### src/rtl/fsc_pkg.sv
package fsc_pkg;
  localparam int NSTG = 4;

  typedef enum logic [2:0] {
    ST_RUN    = 3'd0,
    ST_SQUASH = 3'd1,
    ST_BLOCK  = 3'd2,
    ST_WRESP  = 3'd3,
    ST_WRETRY = 3'd4,
    ST_ADONE  = 3'd5
  } fstat_e;

  typedef enum logic [1:0] {
    EV_NONE  = 2'd0,
    EV_ISSUE = 2'd1,
    EV_NACK  = 2'd2,
    EV_RESP  = 2'd3
  } cevt_e;
endpackage

### src/rtl/fsc_stall_flags.sv
module fsc_stall_flags
  import fsc_pkg::*;
(
  input  logic            clk,
  input  logic            rst_n,
  input  logic [NSTG-1:0] set_i,
  input  logic [NSTG-1:0] clr_i,
  output logic [NSTG-1:0] flags_q,
  output logic [NSTG-1:0] flags_nxt,
  output logic            err_q
);
  logic err_d;

  // clear wins over a simultaneous set
  assign flags_nxt = (flags_q | set_i) & ~clr_i;
  assign err_d     = |(clr_i & (~flags_q | set_i));

  always_ff @(posedge clk) begin
    if (!rst_n) begin
      flags_q <= '0;
      err_q   <= 1'b0;
    end else begin
      flags_q <= flags_nxt;
      err_q   <= err_d;
    end
  end
endmodule

### src/rtl/fsc_thread_fsm.sv
module fsc_thread_fsm
  import fsc_pkg::*;
#(
  parameter int AW = 16
) (
  input  logic          clk,
  input  logic          rst_n,
  input  logic          stalled_i,
  input  logic          cmt_sq_i,
  input  logic [AW-1:0] cmt_pc_i,
  input  logic          rob_busy_i,
  input  logic          dec_sq_i,
  input  logic [AW-1:0] dec_pc_i,
  input  logic [1:0]    evt_i,
  output fstat_e        st_q,
  output logic          live_nxt,
  output logic          chg_q,
  output logic          redir_q,
  output logic [AW-1:0] redir_pc_q,
  output logic          cancel_q
);
  fstat_e        st_d;
  logic          chg_d, redir_d, cancel_d;
  logic [AW-1:0] pc_d;
  logic          waiting;
  cevt_e         evt;

  assign evt     = cevt_e'(evt_i);
  assign waiting = (st_q == ST_WRESP) || (st_q == ST_WRETRY);

  always_comb begin
    st_d     = st_q;
    chg_d    = 1'b0;
    redir_d  = 1'b0;
    cancel_d = 1'b0;
    pc_d     = redir_pc_q;
    if (cmt_sq_i) begin
      st_d = ST_SQUASH; chg_d = 1'b1; redir_d = 1'b1;
      pc_d = cmt_pc_i;  cancel_d = waiting;
    end else if (rob_busy_i) begin
      st_d = ST_SQUASH; chg_d = 1'b1;
    end else if (dec_sq_i && st_q != ST_SQUASH) begin
      st_d = ST_SQUASH; chg_d = 1'b1; redir_d = 1'b1;
      pc_d = dec_pc_i;  cancel_d = waiting;
    end else if (stalled_i && !waiting) begin
      st_d = ST_BLOCK;  chg_d = 1'b1;
    end else if (st_q == ST_BLOCK || st_q == ST_SQUASH) begin
      st_d = ST_RUN;    chg_d = 1'b1;
    end else begin
      unique case (st_q)
        ST_RUN: begin
          if (evt == EV_ISSUE)     st_d = ST_WRESP;
          else if (evt == EV_NACK) st_d = ST_WRETRY;
        end
        ST_WRETRY: if (evt == EV_ISSUE) st_d = ST_WRESP;
        ST_WRESP:  if (evt == EV_RESP)  st_d = stalled_i ? ST_BLOCK : ST_ADONE;
        ST_ADONE:  st_d = ST_RUN;
        default:   st_d = st_q;
      endcase
    end
  end

  assign live_nxt = (st_d == ST_RUN) || (st_d == ST_SQUASH) || (st_d == ST_ADONE);

  always_ff @(posedge clk) begin
    if (!rst_n) begin
      st_q       <= ST_RUN;
      chg_q      <= 1'b0;
      redir_q    <= 1'b0;
      cancel_q   <= 1'b0;
      redir_pc_q <= '0;
    end else begin
      st_q       <= st_d;
      chg_q      <= chg_d;
      redir_q    <= redir_d;
      cancel_q   <= cancel_d;
      redir_pc_q <= pc_d;
    end
  end
endmodule

### src/rtl/fsc_activity.sv
module fsc_activity #(
  parameter int NT = 2
) (
  input  logic          clk,
  input  logic          rst_n,
  input  logic [NT-1:0] live_i,
  input  logic [NT-1:0] en_i,
  output logic          active_q,
  output logic          act_q,
  output logic          deact_q
);
  logic active_d;
  assign active_d = |(live_i & en_i);

  always_ff @(posedge clk) begin
    if (!rst_n) begin
      active_q <= 1'b0;
      act_q    <= 1'b0;
      deact_q  <= 1'b0;
    end else begin
      active_q <= active_d;
      act_q    <= active_d & ~active_q;
      deact_q  <= ~active_d & active_q;
    end
  end
endmodule

### src/rtl/fetch_status_ctrl.sv
module fetch_status_ctrl
  import fsc_pkg::*;
#(
  parameter int NT = 2,
  parameter int AW = 16
) (
  input  logic               clk,
  input  logic               rst_n,
  input  logic [NT-1:0]      thr_en,
  input  logic               ctx_switch,
  input  logic [NT*NSTG-1:0] stall_set,
  input  logic [NT*NSTG-1:0] stall_clr,
  input  logic [NT-1:0]      cmt_squash,
  input  logic [NT*AW-1:0]   cmt_pc,
  input  logic [NT-1:0]      rob_busy,
  input  logic [NT-1:0]      dec_squash,
  input  logic [NT*AW-1:0]   dec_pc,
  input  logic [NT*2-1:0]    cache_evt,
  output logic [NT*3-1:0]    status,
  output logic [NT*NSTG-1:0] stall_flags,
  output logic [NT-1:0]      flag_err,
  output logic [NT-1:0]      status_chg,
  output logic [NT-1:0]      redir_valid,
  output logic [NT*AW-1:0]   redir_pc,
  output logic [NT-1:0]      cancel_fetch,
  output logic               stage_active,
  output logic               stage_act,
  output logic               stage_deact
);
  logic [NT-1:0] live;

  for (genvar t = 0; t < NT; t++) begin : g_thr
    logic [NSTG-1:0] fl_nxt;
    fstat_e          st;

    fsc_stall_flags u_flags (
      .clk       (clk),
      .rst_n     (rst_n),
      .set_i     (stall_set[t*NSTG +: NSTG]),
      .clr_i     (stall_clr[t*NSTG +: NSTG]),
      .flags_q   (stall_flags[t*NSTG +: NSTG]),
      .flags_nxt (fl_nxt),
      .err_q     (flag_err[t])
    );

    fsc_thread_fsm #(.AW(AW)) u_fsm (
      .clk        (clk),
      .rst_n      (rst_n),
      .stalled_i  (ctx_switch | (|fl_nxt)),
      .cmt_sq_i   (cmt_squash[t]),
      .cmt_pc_i   (cmt_pc[t*AW +: AW]),
      .rob_busy_i (rob_busy[t]),
      .dec_sq_i   (dec_squash[t]),
      .dec_pc_i   (dec_pc[t*AW +: AW]),
      .evt_i      (cache_evt[t*2 +: 2]),
      .st_q       (st),
      .live_nxt   (live[t]),
      .chg_q      (status_chg[t]),
      .redir_q    (redir_valid[t]),
      .redir_pc_q (redir_pc[t*AW +: AW]),
      .cancel_q   (cancel_fetch[t])
    );

    assign status[t*3 +: 3] = st;
  end

  fsc_activity #(.NT(NT)) u_act (
    .clk      (clk),
    .rst_n    (rst_n),
    .live_i   (live),
    .en_i     (thr_en),
    .active_q (stage_active),
    .act_q    (stage_act),
    .deact_q  (stage_deact)
  );
endmodule

### config.mk
export PLATFORM = sky130hd
export DESIGN_NAME = fetch_status_ctrl
export DESIGN_NICKNAME = d
export VERILOG_FILES = /design/src/rtl/fsc_pkg.sv /design/src/rtl/fsc_stall_flags.sv /design/src/rtl/fsc_thread_fsm.sv /design/src/rtl/fsc_activity.sv /design/src/rtl/fetch_status_ctrl.sv
export SDC_FILE = /design/constraint.sdc
export NUM_CORES = 1
export LEC_CHECK = 0
export ABC_AREA = 0
export BUFFER_PORTS_ARGS = -buffer_cell sky130_fd_sc_hd__buf_2
export CORE_MARGIN = 4
export CORE_UTILIZATION = 33
export DETAILED_ROUTE_END_ITERATION = 7
export PLACE_DENSITY = 0.66
export SETUP_SLACK_MARGIN = 0.5
export SLEW_MARGIN = 10
export SYNTH_ARGS = -nofsm -noshare
export SYNTH_HDL_FRONTEND = slang
export SYNTH_SLANG_ARGS = --single-unit
### constraint.sdc
create_clock -name clk -period 2.3 [get_ports clk]
set_input_delay 0.23 -clock clk [delete_from_list [all_inputs] [get_ports clk]]
set_output_delay 0.23 -clock clk [all_outputs]
set_load 0.005 [all_outputs]
==> results of run 1 <==
state kept, by name (all words and copies together), names as in the netlist:
name,count
g_thr.u_flags.flags_q,8
g_thr.u_fsm.redir_q,2
g_thr.u_fsm.redir_pc_q,32
g_thr.u_fsm.st_q,6
u_act.active_q,1
u_act.deact_q,1
g_thr.u_fsm.cancel_q,2
g_thr.u_fsm.chg_q,2
u_act.act_q,1
g_thr.u_flags.err_q,2
worst paths after layout:
path,from,end,slack [ns],cells after the start
max reg2reg,g_thr[1].u_flags.flags_q[3]$_SDFF_PN0_,u_act.deact_q$_SDFF_PN0_,0.24,6
min,stall_clr[1],g_thr[0].u_flags.err_q$_SDFF_PN0_,0.23,3
min reg2reg,u_act.active_q$_SDFF_PN0_,u_act.act_q$_SDFF_PN0_,0.46,1
max,g_thr[1].u_flags.flags_q[3]$_SDFF_PN0_,u_act.deact_q$_SDFF_PN0_,0.24,6
per-layer routing:
layer	vias up	GRT usage (%)	wire (um)
met3	14	5.31	732
met1	1190	17.3	3050
li1	1356	-	-
met4	0	8.40	172
met5	-	0	0
met2	128	24.1	3450
cell type report:
| cell class | instances | area share, % |
|---|---|---|
| multi-input cells | 204 | 38.1 |
| flip-flops and latches | 57 | 30.4 |
| repair buffers | 159 | 21.7 |
| clock buffers | 10 | 3.65 |
| well taps | 102 | 3.38 |
| clock inverters | 6 | 1.53 |
| inverters | 13 | 1.29 |
cell usage in the layout (no fill, tap or decap), types with 3 or more instances in the layout:
cell type,synthesis,final
buf_2,0,151
dfxtp_1,57,54
nor2_1,43,42
a211oi_1,35,34
mux2i_1,32,32
inv_1,13,13
o21ai_0,12,12
and2_1,11,11
nand2_1,10,10
a21oi_1,10,10
clkbuf_8,0,10
buf_4,8,7
o21ba_2,4,4
nand2b_1,4,4
clkinv_2,0,4
nor2b_1,3,3
a21o_1,3,3
dfxtp_2,0,3
power by group through the flow:
stage	logic, W	registers [W]	clock network (W)
CTS	0.000424	0.00110	0.000954
detailed placement	0.000422	0.00112	0
floorplan	0.000226	0.00112	0
global placement	0.000414	0.00112	0
global route	0.000479	0.00111	0.000996
finish	0.000428	0.00110	0.000912
tightest hold or removal path: cells and delay by family:
family	cells	cell delay, ns
buf+inv	1	0.10
compound gates	2	0.16
kinds of logic (layout without fill, tap and decap cells):
| group | after synthesis | in the layout |
|---|---|---|
| multiplexers | 32 | 32 |
| flip-flops | 57 | 57 |
| buffers and inverters | 41 | 188 |
| AO/OA/AOI/OAI | 87 | 87 |
| XOR/XNOR | 1 | 1 |
| AND/OR/NAND/NOR | 84 | 84 |
per-stage QoR:
| stage | total power [W] | cells | cell area [sq um] | utilization [%] |
|---|---|---|---|---|
| global route | 0.00259 | 551 | 3770 | 48.1 |
| floorplan | 0.00135 | 302 | 2730 | - |
| global placement | 0.00153 | 532 | 3520 | 44.9 |
| finish | 0.00244 | 551 | 3770 | 48.1 |
| CTS | 0.00248 | 549 | 3730 | 47.5 |
| detailed placement | 0.00154 | 532 | 3520 | 44.9 |
what timing repair did:
item | 4_1_cts | 5_1_grt
setup buffers | 1 | 2
hold buffers | 0 | 0
gates cloned | 0 | 0
pin swaps | 3 | 2
gates resized for setup | 1 | 8
setup endpoints to repair | 4 | 14
==> impl_metrics.csv, run 1 <==
group,metric,value,unit
synthesis,synth_compound_area_share,24.1,%
synthesis,syn-cell-area,2710,sq um
synthesis,yosysMostFrequentCell,"dfxtp_1",
sta,drv_slew,0,
synthesis,synth_largest_area_cell,"dfxtp_1",
pwr,switchingPower,0.000640,W
global_routing,grt_max_degree,40,
pwr,switching_share,26.2,%
pwr,p_comb_share,17.5,%
synthesis,synth-seq-cells,57,
floorplan,core_area,7850,sq um
setup_path,setup.worst_path.end_class,"flip-flop",
cells_and_area,seq_area,1140,sq um
setup_path,crit_buf_inv,0,
floorplan,fp.dieW,98.6,um
synthesis,synthTopCellsByArea,"dfxtp_1, mux2i_1, a211oi_1",
synthesis,yosysWarnings,0,
setup_path,crit_family,"simple AND/OR/NAND/NOR gates",
sta,min_period_over_period,89.7,%
sta,fmax,485,MHz
sta,setup_slack,0.238,ns
cells_and_area,layout.nets,539,
routing,drc,0,
setup_path,critical-path-max-stage-delay,0.57,ns
synthesis,synth_top_cells_by_count,"dfxtp_1, nor2_1, a211oi_1",
clocking,insertion_delay,0.33,ns
synthesis,synthesis.nets,397,
setup_path,required,2.57,ns
floorplan,ios,152,
floorplan,start_util,34.6,%
setup_path,slowest_stage,"or4_4",
cells_and_area,filler_cell_count,775,
floorplan,dieArea,9730,sq um
clocking,cts-root-buf,"clkbuf_8",
sta,rsz0062_at_grt,"yes",
placement,place_congestion,0.875,
sta,period_needed,2.06,ns
synthesis,synth.yosys.seq_area_share,42.1,%
run_status,status,"complete, no violations",
clocking,htree_levels,3,
setup_path,worstPathArrival,2.33,ns
routing,dr.pass1.iters,4,
synthesis,synth-simple-area-share,14.9,%
sta,fin_setup_tns,0,ns
setup_path,crit_fanout,4,
global_routing,grt_overflow,0,
synthesis,synth_top_family_by_area,"compound AO/OA/AOI/OAI gates",
synthesis,synthesis.instances,302,
clocking,cts_buffers,9,
sta,fin_skew,0.00713,ns
routing,wl,7400,um
pwr,p_int,0.00180,W
pwr,p_leak,1.86,nW
sta,tightestPinTransition,0.444,ns
routing,wl_per_cell,13.4,um
synthesis,synth-xor-area-share,0.323,%
synthesis,async_flop_share,0,%
sta,hold_violations,0,
clocking,cts_sinks,57,
placement,pre_cts_slack,0.170,ns
placement,dp_hpwl,5730,um
floorplan,fp-row-count,32,
synthesis,yosys-mux-area-fraction,11.8,%
routing,ant_nets,0,
flow_run,cap_violations,0,
sta,holdWs,0.225,ns
routing,viasPerCell,4.88,
clocking,cts_tree,"built",
cells_and_area,multi_input_area,1440,sq um
synthesis,synth_cell_type_count,42,
routing,vias,2688,
synthesis,synthAdderAreaFrac,0,%
global_routing,grt_pass1_wl,11700,um
sta,slew_headroom,70.4,%
global_routing,grt.total_usage,15.0,%
cells_and_area,drive_gt1_share,43.7,%
placement,port_buffers,151,
pwr,powerDensity,647,nW/um^2
routing,first_iter_violations,73,
clocking,cts_max_path_buffers,2,
cells_and_area,syn_to_final_growth,39.1,%
synthesis,synth_ff_type,"dfxtp_1",
setup_path,critical_path_class,"reg2reg",
global_routing,antenna_found_initial,0,
cells_and_area,diodes,0,
global_routing,grt_pass1_vias,2544,
setup_path,crit_path_cell_trace,"o21ba_4 > or4_4 > or2_4 > o32ai_4 > a311o_2 > and4_1",
pwr,pwr-share-clk,37.4,%
synthesis,synth.top_cell.area_share,42.1,%
synthesis,synth-edff-count,0,
clocking,clk_pin_slew,0.06,ns
setup_path,cp-start-kind,"flip-flop",
pwr,ir_worst_vdd,269,uV
hold_path,hp-class,"in2reg",
floorplan,die_h,98.6,um
pwr,pwr-share-seq,45.1,%
sta,final-setup-viol-count,0,
synthesis,avgSynthCellArea,8.98,sq um
Note: power is estimated with default switching activity, not from simulation.
==> run 2: changes to the inputs <==
Settings changed: CORE_ASPECT_RATIO set to 1.1, TNS_END_PERCENT set to 30.
==> run 2 against run 1 <==
Effect of this change: largest power group unchanged; sequential share of layout area decreased by 0.053 points; combinational power down 0.9%; core utilization decreased by 0.62 points; first-iteration DRC count fell by 21%; largest cell class unchanged.
==> impl_metrics.csv, run 2 (synthesis results as in run 1) <==
group,metric,value,unit
routing,drc,0,
floorplan,core_area,7960,sq um
setup_path,slowest_stage,"or4_4",
setup_path,required,2.57,ns
global_routing,grt_overflow,0,
routing,ant_nets,0,
routing,vias,2667,
clocking,htree_levels,3,
clocking,cts_sinks,57,
sta,fin_skew,0.00437,ns
setup_path,crit_fanout,4,
clocking,cts_buffers,9,
setup_path,critical_path_class,"reg2reg",
sta,fmax,478,MHz
cells_and_area,drive_gt1_share,42.5,%
pwr,p_leak,1.86,nW
sta,fin_setup_tns,0,ns
setup_path,setup.worst_path.end_class,"flip-flop",
routing,wl,7120,um
floorplan,die_h,103,um
sta,slew_headroom,71.4,%
sta,final-setup-viol-count,0,
cells_and_area,multi_input_area,1440,sq um
cells_and_area,seq_area,1140,sq um
global_routing,grt_pass1_vias,2498,
floorplan,dieArea,9730,sq um
run_status,status,"complete, no violations",
pwr,powerDensity,642,nW/um^2
pwr,p_total,0.00242,W
global_routing,grt.total_usage,14.4,%
global_routing,grt_pass1_wl,11000,um
placement,place_congestion,0.894,
cells_and_area,reg_top3,"g_thr.u_fsm.redir_pc_q x32, g_thr.u_flags.flags_q x8, g_thr.u_fsm.st_q x6",
routing,viasPerCell,4.79,
cells_and_area,largest_reg_flops,32,
cells_and_area,diodes,0,
routing,dr.pass1.iters,4,
clocking,cts_max_path_buffers,2,
floorplan,ios,152,
cells_and_area,final_cell_mix,"buf_2, dfxtp_1, nor2_1, a211oi_1, mux2i_1",
floorplan,fp.dieW,94.4,um
placement,dp_hpwl,5680,um
floorplan,fp-row-count,34,
pwr,ir_worst_vdd,242,uV
setup_path,critical-path-max-stage-delay,0.57,ns
cells_and_area,top_register,"g_thr.u_fsm.redir_pc_q",
clocking,ctsHoldBuffers,0,
routing,wl_per_cell,12.8,um
placement,dp.cells,540,
clocking,cts-root-buf,"clkbuf_8",
cells_and_area,final_common_cell,"buf_2",
global_routing,antenna_found_initial,0,
sta,drv_slew,0,
cells_and_area,layout.nets,539,
sta,period_needed,2.09,ns
setup_path,crit_path_cell_trace,"o21ba_4 > or4_4 > or2_4 > o32ai_4 > a311o_2 > and4_1",
sta,hold_violations,0,
flow_run,cap_violations,0,
routing,first_iter_violations,58,
clocking,clk_pin_slew,0.06,ns
clocking,cts_tree,"built",
sta,min_period_over_period,90.9,%
global_routing,grt_max_degree,33,
cells_and_area,syn_to_final_growth,39.2,%
sta,tightestPinTransition,0.428,ns
floorplan,start_util,34.1,%
setup_path,worstPathArrival,2.36,ns
hold_path,hp-class,"in2reg",
sta,rsz0062_at_grt,"yes",
clocking,insertion_delay,0.33,ns
placement,port_buffers,151,
cells_and_area,filler_cell_count,800,
cells_and_area,layout.cells.non_filler,557,
setup_path,cp-start-kind,"flip-flop",
## run 2: routing by layer
layer  share of wire [%]  global-route usage (%)  vias to the layer above
met5                   0                       0                        -
met4                 2.1                    6.33                        0
met3                 9.7                    5.55                       15
met2                  47                    24.0                      115
met1                  41                    16.4                     1177
li1                    -                       -                     1360
## run 2: power by group
group	leakage (nW)	total [W]	switching [W]	internal, W
logic	1.29	0.000424	0.000205	0.000219
registers	0.474	0.00110	0.0000397	0.00106
clock network	0.0974	0.000900	0.000373	0.000527
## run 2: path summary, 6_finish.rpt
check / start / endpoint / slack (ns) / depth (start not counted)
min reg2reg: u_act.active_q$_SDFF_PN0_ / u_act.act_q$_SDFF_PN0_ / 0.47 / 1
max reg2reg: g_thr[1].u_flags.flags_q[3]$_SDFF_PN0_ / u_act.deact_q$_SDFF_PN0_ / 0.21 / 6
min: stall_clr[1] / g_thr[0].u_flags.err_q$_SDFF_PN0_ / 0.23 / 3
max: g_thr[1].u_flags.flags_q[3]$_SDFF_PN0_ / u_act.deact_q$_SDFF_PN0_ / 0.21 / 6
## run 2: metrics by stage
step	hold WS (ns)	setup slack, ns	util [%]	instance area [sq um]
after global placement	0.469	0.190	44.5	3540
after CTS	0.205	0.211	46.9	3730
after global routing	0.220	0.167	47.4	3770
after floorplan	0.366	0.288	-	2730
after detailed placement	0.463	0.157	44.5	3540
final	0.227	0.209	47.4	3770
## run 2: what timing repair did
item                       CTS  global route
setup buffers                0             1
setup endpoints to repair    4            20
resized for setup            0             7
pin swaps                    2             5
## run 2: critical path: cells and delay by family (launching register included)
kind / cells / cell delay [ns]
and+or+nand+nor: 3 / 1.01
DFF: 1 / 0.33
AOI/OAI and AO/OA: 3 / 0.68
## run 2: area by class of cell
class	instances	area share, %
clock inverters	3	1.06
flip-flops and latches	57	30.3
inverters	13	1.29
repair buffers	159	21.7
well taps	108	3.58
multi-input cells	204	38.1
clock buffers	13	3.95
==> run 3: changes to the inputs <==
Settings changed: CTS_BUF_LIST set to sky130_fd_sc_hd__clkbuf_16, SKIP_LAST_GASP set to 1.
==> run 3 against run 2 <==
Effect of this change: setup slack gained 0.0065 ns; non-clock buffer count is the same; combinational power is essentially flat; clock skew is essentially flat; critical endpoint unchanged.
==> impl_metrics.csv, run 3 (synthesis results as in run 1) <==
group,metric,value,unit
run_status,status,"complete, no violations",
clocking,cts_buffers,9,
routing,dr.pass1.iters,4,
routing,wl_met3,674,um
setup_path,rr_worst_depth,6,
pwr,switchingPower,0.000654,W
hold_path,holdCritStartpoint,"stall_clr[1]",
sta,tightestPinTransition,0.429,ns
setup_path,slowest_stage,"or4_4",
global_routing,antenna_found_initial,0,
routing,highest_layer,"met4",
global_routing,grt_pass1_wl,11000,um
routing,first_iter_violations,42,
setup_path,crit_buf_inv,0,
cells_and_area,layout.nets,539,
setup_path,critical-path-max-stage-delay,0.57,ns
placement,dp.cells,540,
sta,drv_slew,0,
pwr,switching_share,23.8,%
flow_run,cap_violations,0,
routing,wl,7100,um
clocking,cts_max_path_buffers,2,
cells_and_area,largest_reg_flops,32,
floorplan,core_area,7960,sq um
pwr,pwr-share-seq,40.0,%
setup_path,crit_fanout,4,
setup_path,worstSetupStartpoint,"g_thr[1].u_flags.flags_q[3]$_SDFF_PN0_",
global_routing,grt_overflow,0,
cells_and_area,syn_to_final_growth,42.5,%
pwr,p_comb_share,15.4,%
pwr,pwr-share-clk,44.6,%
hold_path,hold_depth,3,
global_routing,grt.total_usage,14.3,%
sta,fin_setup_tns,0,ns
sta,fin_skew,0.00483,ns
routing,drc,0,
setup_path,worstPathArrival,2.34,ns
clocking,cts-root-buf,"clkbuf_16",
sta,slew_headroom,71.4,%
floorplan,fp.dieW,94.4,um
cells_and_area,multi_input_area,1440,sq um
sta,fmax,480,MHz
cells_and_area,drive_gt1_share,42.3,%
setup_path,critical_path_class,"reg2reg",
floorplan,dieArea,9730,sq um
clocking,cts_tree,"built",
placement,dp_hpwl,5680,um
routing,viasPerCell,4.78,
cells_and_area,final_cell_mix,"buf_2, dfxtp_1, nor2_1, a211oi_1, mux2i_1",
floorplan,die_h,103,um
placement,port_buffers,151,
pwr,powerDensity,711,nW/um^2
cells_and_area,final_common_cell,"buf_2",
cells_and_area,diodes,0,
pwr,p_leak,1.91,nW
clocking,htree_levels,3,
sta,hold_violations,0,
sta,final-setup-viol-count,0,
cells_and_area,filler_cell_count,789,
clocking,clk_pin_slew,0.05,ns
setup_path,setup.worst_path.end_class,"flip-flop",
sta,holdWs,0.247,ns
pwr,p_int,0.00210,W
sta,rsz0062_at_grt,"yes",
setup_path,crit_family,"simple AND/OR/NAND/NOR gates",
cells_and_area,top_register,"g_thr.u_fsm.redir_pc_q",
global_routing,grt_pass1_vias,2493,
placement,place_congestion,0.894,
global_routing,grt_max_degree,33,
cells_and_area,seq_area,1140,sq um
clocking,cts_sinks,57,
floorplan,start_util,34.1,%
routing,wl_per_cell,12.7,um
sta,period_needed,2.08,ns
routing,ant_nets,0,
cells_and_area,layout.cells.non_filler,557,
sta,min_period_over_period,90.6,%
routing,vias,2661,
pwr,ir_worst_vdd,320,uV
hold_path,min_to,"g_thr[0].u_flags.err_q$_SDFF_PN0_",
setup_path,r2r_end,"u_act.deact_q$_SDFF_PN0_",
clocking,insertion_delay,0.31,ns
cells_and_area,reg_top3,"g_thr.u_fsm.redir_pc_q x32, g_thr.u_flags.flags_q x8, g_thr.u_fsm.st_q x6",
hold_path,hp-class,"in2reg",
setup_path,required,2.55,ns
setup_path,crit_path_cell_trace,"o21ba_4 > or4_4 > or2_4 > o32ai_4 > a311o_2 > and4_1",
setup_path,worst-path-stages,6,
setup_path,reg2reg_slack,0.22,ns
routing,wl_met1,2950,um
routing,wl_met2,3360,um
floorplan,ios,152,
floorplan,fp-row-count,34,
setup_path,cp-start-kind,"flip-flop",
setup_path,r2r_start,"g_thr[1].u_flags.flags_q[3]$_SDFF_PN0_",
-- run 3: cell count changes in the layout (fill, tap and decap cells not counted) --
| cell | change |
|---|---|
| clkbuf_16 | +9 |
| clkinv_1 | +1 |
| clkbuf_1 | -3 |
| inv_1 | +3 |
| clkbuf_8 | -10 |
-- run 3: layout make-up --
type	instances	share of cell area, %
multi-input cells	204	37.2
inverters	13	1.26
clock buffers	9	5.83
repair buffers	159	21.2
flip-flops and latches	57	29.6
clock inverters	7	1.42
well taps	108	3.50
-- run 3: worst max path at each step --
stage / slack, ns / endpoint
global placement: 0.19 / u_act.deact_q$_SDFF_PN0_
floorplan: 0.29 / u_act.deact_q$_SDFF_PN0_
global route: 0.17 / u_act.deact_q$_SDFF_PN0_
detailed placement: 0.16 / u_act.deact_q$_SDFF_PN0_
CTS: 0.21 / u_act.deact_q$_SDFF_PN0_
finish: 0.22 / u_act.deact_q$_SDFF_PN0_
-- run 3: timing repair --
item | CTS | global route
resized for setup | 0 | 7
hold buffers | 0 | 0
endpoints found under the setup margin | 4 | 20
pin swaps | 2 | 5
setup buffers | 0 | 1
-- run 3: routing by layer --
metal	global-route usage (%)	vias to the layer above
li1	-	1363
met1	16.6	1181
met2	23.9	106
met3	4.89	11
met4	6.67	0
met5	0	-
-- run 3: worst reg2reg max path, cell delays in order, from the launching register on --
cell and delay [ns]:
dfxtp_2 0.32, o21ba_4 0.19, or4_4 0.57, or2_4 0.27
o32ai_4 0.26, a311o_2 0.23, and4_1 0.17
-- run 3: through the flow --
| stage | total power, W | area (sq um) | setup WS (ns) | utilization (%) |
|---|---|---|---|---|
| floorplan | 0.00135 | 2730 | 0.288 | - |
| global placement | 0.00153 | 3540 | 0.190 | 44.5 |
| detailed placement | 0.00154 | 3540 | 0.157 | 44.5 |
| CTS | 0.00278 | 3820 | 0.212 | 48.1 |
| global route | 0.00289 | 3860 | 0.173 | 48.6 |
| finish | 0.00275 | 3860 | 0.216 | 48.6 |
-- run 3: power by group through the flow --
stage,clock network (W),registers [W],logic [W]
after floorplan,0,0.00112,0.000226
after global placement,0,0.00112,0.000410
after detailed placement,0,0.00112,0.000421
after CTS,0.00126,0.00110,0.000422
after global routing,0.00131,0.00111,0.000476
final,0.00123,0.00110,0.000424
